### config.mk
export PLATFORM = sky130hd
export DESIGN_NAME = qdec_position_unit
export DESIGN_NICKNAME = d
export VERILOG_FILES = /design/src/rtl/qd_pkg.sv /design/src/rtl/qd_input_filter.sv /design/src/rtl/qd_step_decode.sv /design/src/rtl/qd_counters.sv /design/src/rtl/qd_event_flags.sv /design/src/rtl/qdec_position_unit.sv
export SDC_FILE = /design/constraint.sdc
export NUM_CORES = 1
export LEC_CHECK = 0
export BUFFER_PORTS_ARGS = -buffer_cell sky130_fd_sc_hd__buf_2
export CORE_MARGIN = 10
export CORE_UTILIZATION = 50
export CTS_CLUSTER_DIAMETER = 200
export DETAILED_ROUTE_END_ITERATION = 10
export PLACE_DENSITY = 0.74
export SYNTH_ARGS = -nofsm -noshare
export SYNTH_HDL_FRONTEND = slang
export SYNTH_SLANG_ARGS = --single-unit
export TNS_END_PERCENT = 1
### constraint.sdc
create_clock -name clk -period 3.85 [get_ports clk]
set_input_delay 0.77 -clock clk [delete_from_list [all_inputs] [get_ports clk]]
set_output_delay 0.77 -clock clk [all_outputs]
set_load 0.02 [all_outputs]
### src/rtl/qd_pkg.sv
package qd_pkg;
  // Configuration word, bit 0 at the right.
  typedef struct packed {
    logic idx_inv;
    logic x4;
    logic clk_dir;
    logic dir_inv;
  } qd_cfg_t;

  localparam int ADR_CFG  = 0;
  localparam int ADR_CMD  = 1;
  localparam int ADR_MAX  = 2;
  localparam int ADR_CMP0 = 3;

  localparam int CMD_POS_CLR = 0;
  localparam int CMD_ARM     = 1;
  localparam int CMD_IDX_CLR = 3;

  localparam int FL_INDEX  = 0;
  localparam int FL_DIRCHG = 3;
  localparam int FL_PHERR  = 4;
  localparam int FL_COUNT  = 5;
  localparam int FL_POS0   = 6;
endpackage

### src/rtl/qd_input_filter.sv
module qd_input_filter #(
  parameter int FILT_W = 8
) (
  input  logic              clk,
  input  logic              rst,
  input  logic              din,
  input  logic [FILT_W-1:0] flen,
  output logic              dout
);
  logic              s1, s2, q;
  logic [FILT_W-1:0] run;

  always_ff @(posedge clk) begin
    if (rst) begin
      s1  <= 1'b0;
      s2  <= 1'b0;
      q   <= 1'b0;
      run <= '0;
    end else begin
      s1 <= din;
      s2 <= s1;
      if (s2 != q) begin
        if (run >= flen) begin
          q   <= s2;
          run <= '0;
        end else begin
          run <= run + FILT_W'(1);
        end
      end else begin
        run <= '0;
      end
    end
  end

  assign dout = q;

  // A filtered change must come from a level that waited out the window
  p_filter_window_r11: assert property (@(posedge clk) disable iff (rst)
    (q != $past(q)) |-> ($past(s2) == q && $past(run) >= $past(flen)));
endmodule

### src/rtl/qd_step_decode.sv
module qd_step_decode
  import qd_pkg::*;
(
  input  logic    clk,
  input  logic    rst,
  input  qd_cfg_t cfg,
  input  logic    a,
  input  logic    b,
  input  logic    idx,
  output logic    step,
  output logic    fwd,
  output logic    ph_err,
  output logic    idx_pulse
);
  logic pa, pb, pidx;
  logic ea, eb, raw_fwd;

  always_ff @(posedge clk) begin
    if (rst) begin
      pa   <= 1'b0;
      pb   <= 1'b0;
      pidx <= 1'b0;
    end else begin
      pa   <= a;
      pb   <= b;
      pidx <= idx;
    end
  end

  always_comb begin
    ea = a ^ pa;
    eb = b ^ pb;
    if (cfg.clk_dir) begin
      ph_err  = 1'b0;
      step    = cfg.x4 ? ea : (ea & a);
      raw_fwd = ~b;
    end else begin
      ph_err  = ea & eb;
      step    = ~(ea & eb) & (ea | (cfg.x4 & eb));
      raw_fwd = ea ? (a != b) : (a == b);
    end
    fwd       = raw_fwd ^ cfg.dir_inv;
    idx_pulse = (idx ^ cfg.idx_inv) & ~(pidx ^ cfg.idx_inv);
  end

  // a double-phase change never counts
  p_err_blocks_step_r6: assert property (@(posedge clk) disable iff (rst)
    ph_err |-> !step);
endmodule

### src/rtl/qd_counters.sv
module qd_counters #(
  parameter int CNT_W = 16
) (
  input  logic             clk,
  input  logic             rst,
  input  logic             step,
  input  logic             fwd,
  input  logic             idx_pulse,
  input  logic             cmd_pos_clr,
  input  logic             cmd_idx_clr,
  input  logic             cmd_arm,
  input  logic [CNT_W-1:0] max_pos,
  output logic [CNT_W-1:0] pos,
  output logic [CNT_W-1:0] icnt,
  output logic             pos_upd,
  output logic             idx_upd,
  output logic             dir_down,
  output logic             dir_chg
);
  logic armed;
  logic idx_load;

  assign idx_load = idx_pulse & armed;
  assign dir_chg  = step & ((~fwd) != dir_down);

  always_ff @(posedge clk) begin
    if (rst) begin
      pos      <= '0;
      icnt     <= '0;
      armed    <= 1'b0;
      dir_down <= 1'b0;
      pos_upd  <= 1'b0;
      idx_upd  <= 1'b0;
    end else begin
      pos_upd <= 1'b0;
      idx_upd <= 1'b0;
      if (idx_load) armed <= 1'b0;
      if (cmd_arm)  armed <= 1'b1;
      if (cmd_pos_clr || idx_load) begin
        pos     <= '0;
        pos_upd <= 1'b1;
      end else if (step) begin
        if (fwd) pos <= (pos == max_pos) ? '0 : pos + CNT_W'(1);
        else     pos <= (pos == '0) ? max_pos : pos - CNT_W'(1);
        pos_upd <= 1'b1;
      end
      if (step) dir_down <= ~fwd;
      if (cmd_idx_clr) begin
        icnt    <= '0;
        idx_upd <= 1'b1;
      end else if (idx_pulse) begin
        icnt    <= icnt + CNT_W'(1);
        idx_upd <= 1'b1;
      end
    end
  end

  p_wrap_up_r5: assert property (@(posedge clk) disable iff (rst)
    (step && fwd && !cmd_pos_clr && !idx_load && pos == max_pos) |=> pos == '0);
  p_wrap_down_r5: assert property (@(posedge clk) disable iff (rst)
    (step && !fwd && !cmd_pos_clr && !idx_load && pos == '0) |=> pos == $past(max_pos));
  p_pos_clear_r8: assert property (@(posedge clk) disable iff (rst)
    cmd_pos_clr |=> pos == '0);
  p_rev_inc_r7: assert property (@(posedge clk) disable iff (rst)
    (idx_pulse && !cmd_idx_clr) |=> icnt == $past(icnt) + CNT_W'(1));
endmodule

### src/rtl/qd_event_flags.sv
module qd_event_flags
  import qd_pkg::*;
#(
  parameter int CNT_W  = 16,
  parameter int N_CMP  = 3,
  localparam int FL_REV   = FL_POS0 + N_CMP,
  localparam int FL_BOTH0 = FL_REV + 1,
  localparam int FLAG_W   = FL_BOTH0 + N_CMP
) (
  input  logic                        clk,
  input  logic                        rst,
  input  logic [CNT_W-1:0]            pos,
  input  logic [CNT_W-1:0]            icnt,
  input  logic                        pos_upd,
  input  logic                        idx_upd,
  input  logic [N_CMP-1:0][CNT_W-1:0] cmp_vals,
  input  logic [CNT_W-1:0]            icmp,
  input  logic                        ev_index,
  input  logic                        ev_dirchg,
  input  logic                        ev_pherr,
  input  logic                        ev_count,
  input  logic [FLAG_W-1:0]           clr_mask,
  output logic [FLAG_W-1:0]           flags
);
  logic [FLAG_W-1:0] nxt;

  always_comb begin
    nxt = flags & ~clr_mask;
    nxt[FL_INDEX]  = nxt[FL_INDEX]  | ev_index;
    nxt[FL_DIRCHG] = nxt[FL_DIRCHG] | ev_dirchg;
    nxt[FL_PHERR]  = nxt[FL_PHERR]  | ev_pherr;
    nxt[FL_COUNT]  = nxt[FL_COUNT]  | ev_count;
    for (int k = 0; k < N_CMP; k++)
      nxt[FL_POS0+k] = nxt[FL_POS0+k] | (pos_upd && pos == cmp_vals[k]);
    nxt[FL_REV] = nxt[FL_REV] | (idx_upd && icnt == icmp);
    for (int k = 0; k < N_CMP; k++)
      nxt[FL_BOTH0+k] = nxt[FL_BOTH0+k] | (nxt[FL_POS0+k] & nxt[FL_REV]);
    nxt[1] = 1'b0;
    nxt[2] = 1'b0;
  end

  always_ff @(posedge clk) begin
    if (rst) flags <= '0;
    else     flags <= nxt;
  end

  for (genvar k = 0; k < N_CMP; k++) begin : g_both_chk
    // a combined flag rises only with both of its sources present
    p_both_needs_pair_r10: assert property (@(posedge clk) disable iff (rst)
      $rose(flags[FL_BOTH0+k]) |-> (flags[FL_POS0+k] && flags[FL_REV]));
  end

  // reserved flag bits stay clear
  p_reserved_zero_r13: assert property (@(posedge clk) disable iff (rst)
    flags[2:1] == 2'b00);
endmodule

### src/rtl/qdec_position_unit.sv
module qdec_position_unit
  import qd_pkg::*;
#(
  parameter int CNT_W  = 16,
  parameter int FILT_W = 8,
  parameter int N_CMP  = 3,
  parameter int ADDR_W = 4,
  localparam int FLAG_W   = FL_POS0 + 2 * N_CMP + 1
) (
  input  logic              clk,
  input  logic              rst,
  input  logic              enc_a,
  input  logic              enc_b,
  input  logic              enc_idx,
  input  logic              wr_en,
  input  logic [ADDR_W-1:0] wr_addr,
  input  logic [CNT_W-1:0]  wr_data,
  output logic [CNT_W-1:0]  position,
  output logic [CNT_W-1:0]  rev_count,
  output logic              dir_down,
  output logic [FLAG_W-1:0] flags
);
  localparam int ADR_ICMP = ADR_CMP0 + N_CMP;
  localparam int ADR_FILT = ADR_ICMP + 1;
  localparam int ADR_FCLR = ADR_FILT + 1;

  qd_cfg_t                     cfg;
  logic [CNT_W-1:0]            max_pos, icmp;
  logic [N_CMP-1:0][CNT_W-1:0] cmp_vals;
  logic [FILT_W-1:0]           flen;

  always_ff @(posedge clk) begin
    if (rst) begin
      cfg      <= '0;
      max_pos  <= '1;
      icmp     <= '0;
      cmp_vals <= '0;
      flen     <= '0;
    end else if (wr_en) begin
      if (wr_addr == ADDR_W'(ADR_CFG))  cfg     <= qd_cfg_t'(wr_data[3:0]);
      if (wr_addr == ADDR_W'(ADR_MAX))  max_pos <= wr_data;
      if (wr_addr == ADDR_W'(ADR_ICMP)) icmp    <= wr_data;
      if (wr_addr == ADDR_W'(ADR_FILT)) flen    <= wr_data[FILT_W-1:0];
      for (int k = 0; k < N_CMP; k++)
        if (wr_addr == ADDR_W'(ADR_CMP0 + k)) cmp_vals[k] <= wr_data;
    end
  end

  logic cmd_wr;
  assign cmd_wr = wr_en && (wr_addr == ADDR_W'(ADR_CMD));

  logic [FLAG_W-1:0] clr_mask;
  assign clr_mask = (wr_en && wr_addr == ADDR_W'(ADR_FCLR)) ? wr_data[FLAG_W-1:0] : '0;

  // Synchronize and filter the three encoder pins
  logic [2:0] raw_in, filt;
  assign raw_in = {enc_idx, enc_b, enc_a};

  for (genvar i = 0; i < 3; i++) begin : g_pin
    qd_input_filter #(.FILT_W(FILT_W)) u_filt (
      .clk  (clk),
      .rst  (rst),
      .din  (raw_in[i]),
      .flen (flen),
      .dout (filt[i])
    );
  end

  logic step, fwd, ph_err, idx_pulse;

  qd_step_decode u_dec (
    .clk       (clk),
    .rst       (rst),
    .cfg       (cfg),
    .a         (filt[0]),
    .b         (filt[1]),
    .idx       (filt[2]),
    .step      (step),
    .fwd       (fwd),
    .ph_err    (ph_err),
    .idx_pulse (idx_pulse)
  );

  logic pos_upd, idx_upd, dir_chg;

  qd_counters #(.CNT_W(CNT_W)) u_cnt (
    .clk         (clk),
    .rst         (rst),
    .step        (step),
    .fwd         (fwd),
    .idx_pulse   (idx_pulse),
    .cmd_pos_clr (cmd_wr & wr_data[CMD_POS_CLR]),
    .cmd_idx_clr (cmd_wr & wr_data[CMD_IDX_CLR]),
    .cmd_arm     (cmd_wr & wr_data[CMD_ARM]),
    .max_pos     (max_pos),
    .pos         (position),
    .icnt        (rev_count),
    .pos_upd     (pos_upd),
    .idx_upd     (idx_upd),
    .dir_down    (dir_down),
    .dir_chg     (dir_chg)
  );

  qd_event_flags #(.CNT_W(CNT_W), .N_CMP(N_CMP)) u_flags (
    .clk       (clk),
    .rst       (rst),
    .pos       (position),
    .icnt      (rev_count),
    .pos_upd   (pos_upd),
    .idx_upd   (idx_upd),
    .cmp_vals  (cmp_vals),
    .icmp      (icmp),
    .ev_index  (idx_pulse),
    .ev_dirchg (dir_chg),
    .ev_pherr  (ph_err),
    .ev_count  (step),
    .clr_mask  (clr_mask),
    .flags     (flags)
  );

  // a phase error leaves the position where it was
  p_err_holds_pos_r6: assert property (@(posedge clk) disable iff (rst)
    (ph_err && !cmd_wr && !idx_pulse) |=> $stable(position));
  // the direction status only moves on a counted step
  p_dir_on_step_r4: assert property (@(posedge clk) disable iff (rst)
    !step |=> $stable(dir_down));
endmodule

==> results.txt <==
Post-route setup TNS = 0 ps
Filler Cells Inserted = 1567
Vias per Instance = 5.68
Fin crit share = 71.3%
Die W = 153 µm
Clk Latency, worst-skew pair = 440 ps
Routed via count = 7477
Synth Cell Area = 8880 µm²
Die Ht = 153 µm
EDFF count, synth = 0
Core ar. = 17400 µm²
Gr usage total = 19.6%
Power Total = 4.12 mW
Slew HR = 22.6%
WL final = 23.4 mm
Crit path max fanout = 28
Post-layout util = 56.8%
Synth Area per Inst = 8.50 µm²
ANT cells = 0
HP Class = flip-flop to flip-flop
Largest cells by area after synthesis = dfxtp_1 (39%), xnor2_1 (8.0%), nand2_1 (6.8%)
Critical Path RT = 4150 ps
CTS H-tree depth = 4
Fin nets = 1137
Largest net degree at the start of global routing = 85
Worst setup margin = 1100 ps
Post-Syn Instances = 1045
Power Density = 418 nW/µm²
Max_cap viols = 0
IO buf count = 69
Max frequency = 364 MHz
Post-CTS Setup Bufs = 0
Post-DP HPWL = 16.2 mm
Post-layout min period = 2750 ps
RSZ-0062 raised after global routing = false
Top FF cell, synth = dfxtp_1
Flops & latches, synth = 175
Layout cell share with drive strength beyond 1 = 11.8%
Post-CTS Resized = 0
Clk buf depth = 2
Worst-Margin Slew = 1150 ps
Library cells used by synthesis = 59
First-pass GRT wire length = 38.1 mm
Most frequent cells in the layout = dfxtp_1 (175), nand2_1 (162), nor2_1 (90)
Grt total ovfl = 0
Placement Cell Area = 9300 µm²
FP Rows = 48
Critical Path Start Type = flip-flop
Pre-CTS WS = 1210 ps
Die area = 23500 µm²
Starting density of the core = 51.2%
Ys async rst share = 0%
Leak = 3.55 nW
CTS Buf Count = 17
Initial antenna violation count = 1
Clock root cell = clkbuf_16
Seq/Total Area, Yosys = 39.4%
Skew final = 11.4 ps
Worst hold slack = 461 ps
Post-Layout Cell Count = 1317
WS Path Type = flip-flop to flip-flop
Avg WL per Cell = 17.8 µm
Pins Over Slew Limit = 0
# hold bufs at CTS = 0
Gpl congestion = 0.877
CP endpoint kind = flip-flop
Share of the synthesized area in the top cell type = 39.4%
Maximum VDD drop = 0.000372 V
Clk pin slew, worst setup/hold paths = 70 ps
Final hold violation count = 0
Clk sink count = 175
Pre-Repair DR Iteration Count = 5
Critical path arrival = 3050 ps
DRT iter0 DRCs = 602
Post-synth top area cell = dfxtp_1
DRC viols = 0
Post-route ant nets = 0
Number of global-route vias before repair = 7127
Synth warnings = 0
P&R area growth vs syn = 11.0%
Design area = 9860 µm²
Status = complete, no violations
Placed Cells = 1285
CTS tree = yes
Count of endpoints failing setup in the final report = 0
Ports = 72
Commonest non-fill, non-tap cell in the layout = dfxtp_1
area by class of cell:
cell class,instances,area [µm²],share of cell area (%)
inverter,23,86.3,0.876
sequential,175,3500,35.5
multi-input combinational,785,5020,50.9
clock inverter,11,105,1.07
tap,225,282,2.85
clock buffer,21,460,4.67
timing repair buffer,77,408,4.14
worst max-delay path: stages (launching register included):
cell,delay (ps)
dfxtp_1,440
ha_1,330
nand2_1,100
mux2i_1,100
o21ai_2,820
nor2_2,330
a222oi_1,410
nor2_1,60
registers in the layout (all words and copies together), names as in the netlist:
signal / count
u_flags.flags: 11
u_dec.pa: 1
icmp: 16
max_pos: 16
u_cnt.idx_upd: 1
cfg: 4
g_pin.u_filt.run: 24
u_dec.pb: 1
g_pin.u_filt.s1: 3
u_cnt.armed: 1
u_cnt.icnt: 16
u_cnt.dir_down: 1
u_cnt.pos: 16
u_cnt.pos_upd: 1
cmp_vals: 48
u_dec.pidx: 1
g_pin.u_filt.s2: 3
flen: 8
g_pin.u_filt.dout: 3
metal layers:
| metal | up-vias | routed length, µm | global-route usage (%) |
|---|---|---|---|
| met5 | - | 18 | 0 |
| met4 | 2 | 352 | 6.27 |
| met3 | 33 | 1470 | 4.29 |
| met2 | 234 | 11000 | 31.8 |
| met1 | 3561 | 10600 | 25.4 |
| li1 | 3647 | - | - |
power by group:
part | leakage (nW) | total [mW] | switching [mW] | internal (mW)
logic | 1.86 | 0.525 | 0.323 | 0.202
registers | 1.41 | 1.91 | 0.0659 | 1.84
clock network | 0.267 | 1.69 | 0.754 | 0.931
total | 3.55 | 4.12 | 1.14 | 2.97
final timing paths:
path / to / cells after the start / slack [ps] / start
hold reg to reg: g_pin[2].u_filt.s2 / 1 / 460 / g_pin[2].u_filt.s1
setup / recovery: u_cnt.pos[4] / 7 / 1100 / g_pin[0].u_filt.dout
setup reg to reg: u_cnt.pos[4] / 7 / 1100 / g_pin[0].u_filt.dout
hold / removal: g_pin[2].u_filt.s2 / 1 / 460 / g_pin[2].u_filt.s1
Yosys cell counts (3+ instances only):
master	instances
a21o_1	8
a21oi_1	77
a22oi_1	7
a31oi_1	14
a32o_1	4
a32oi_1	3
and2_1	7
and3_1	12
and4_1	4
buf_2	20
buf_4	3
buf_6	3
clkbuf_1	35
dfxtp_1	175
ha_1	32
inv_1	23
mux2_2	6
mux2i_1	40
nand2_1	162
nand2b_1	10
nand3_1	38
nand3b_1	5
nand4_1	20
nor2_1	91
nor2b_1	13
nor3_1	11
nor4_1	15
o2111ai_1	3
o211ai_1	13
o21a_1	3
o21ai_0	18
or3_1	4
or4_1	3
xnor2_1	81
xor2_1	49
cell families (layout without fill, tap and decap cells):
logic type / count (synthesis) / after routing / share of synthesized area, %
compound gates: 162 / 162 / 11.2
flops: 175 / 175 / 39.4
simple gates: 412 / 412 / 22.2
fa+ha+maj: 32 / 32 / 4.51
xor+xnor: 131 / 131 / 13.0
buf+inv: 86 / 132 / 4.30
other cells: 1 / 2 / 0.0422
mux: 46 / 46 / 5.27
No activity file was read; power rests on OpenSTA's default activity.
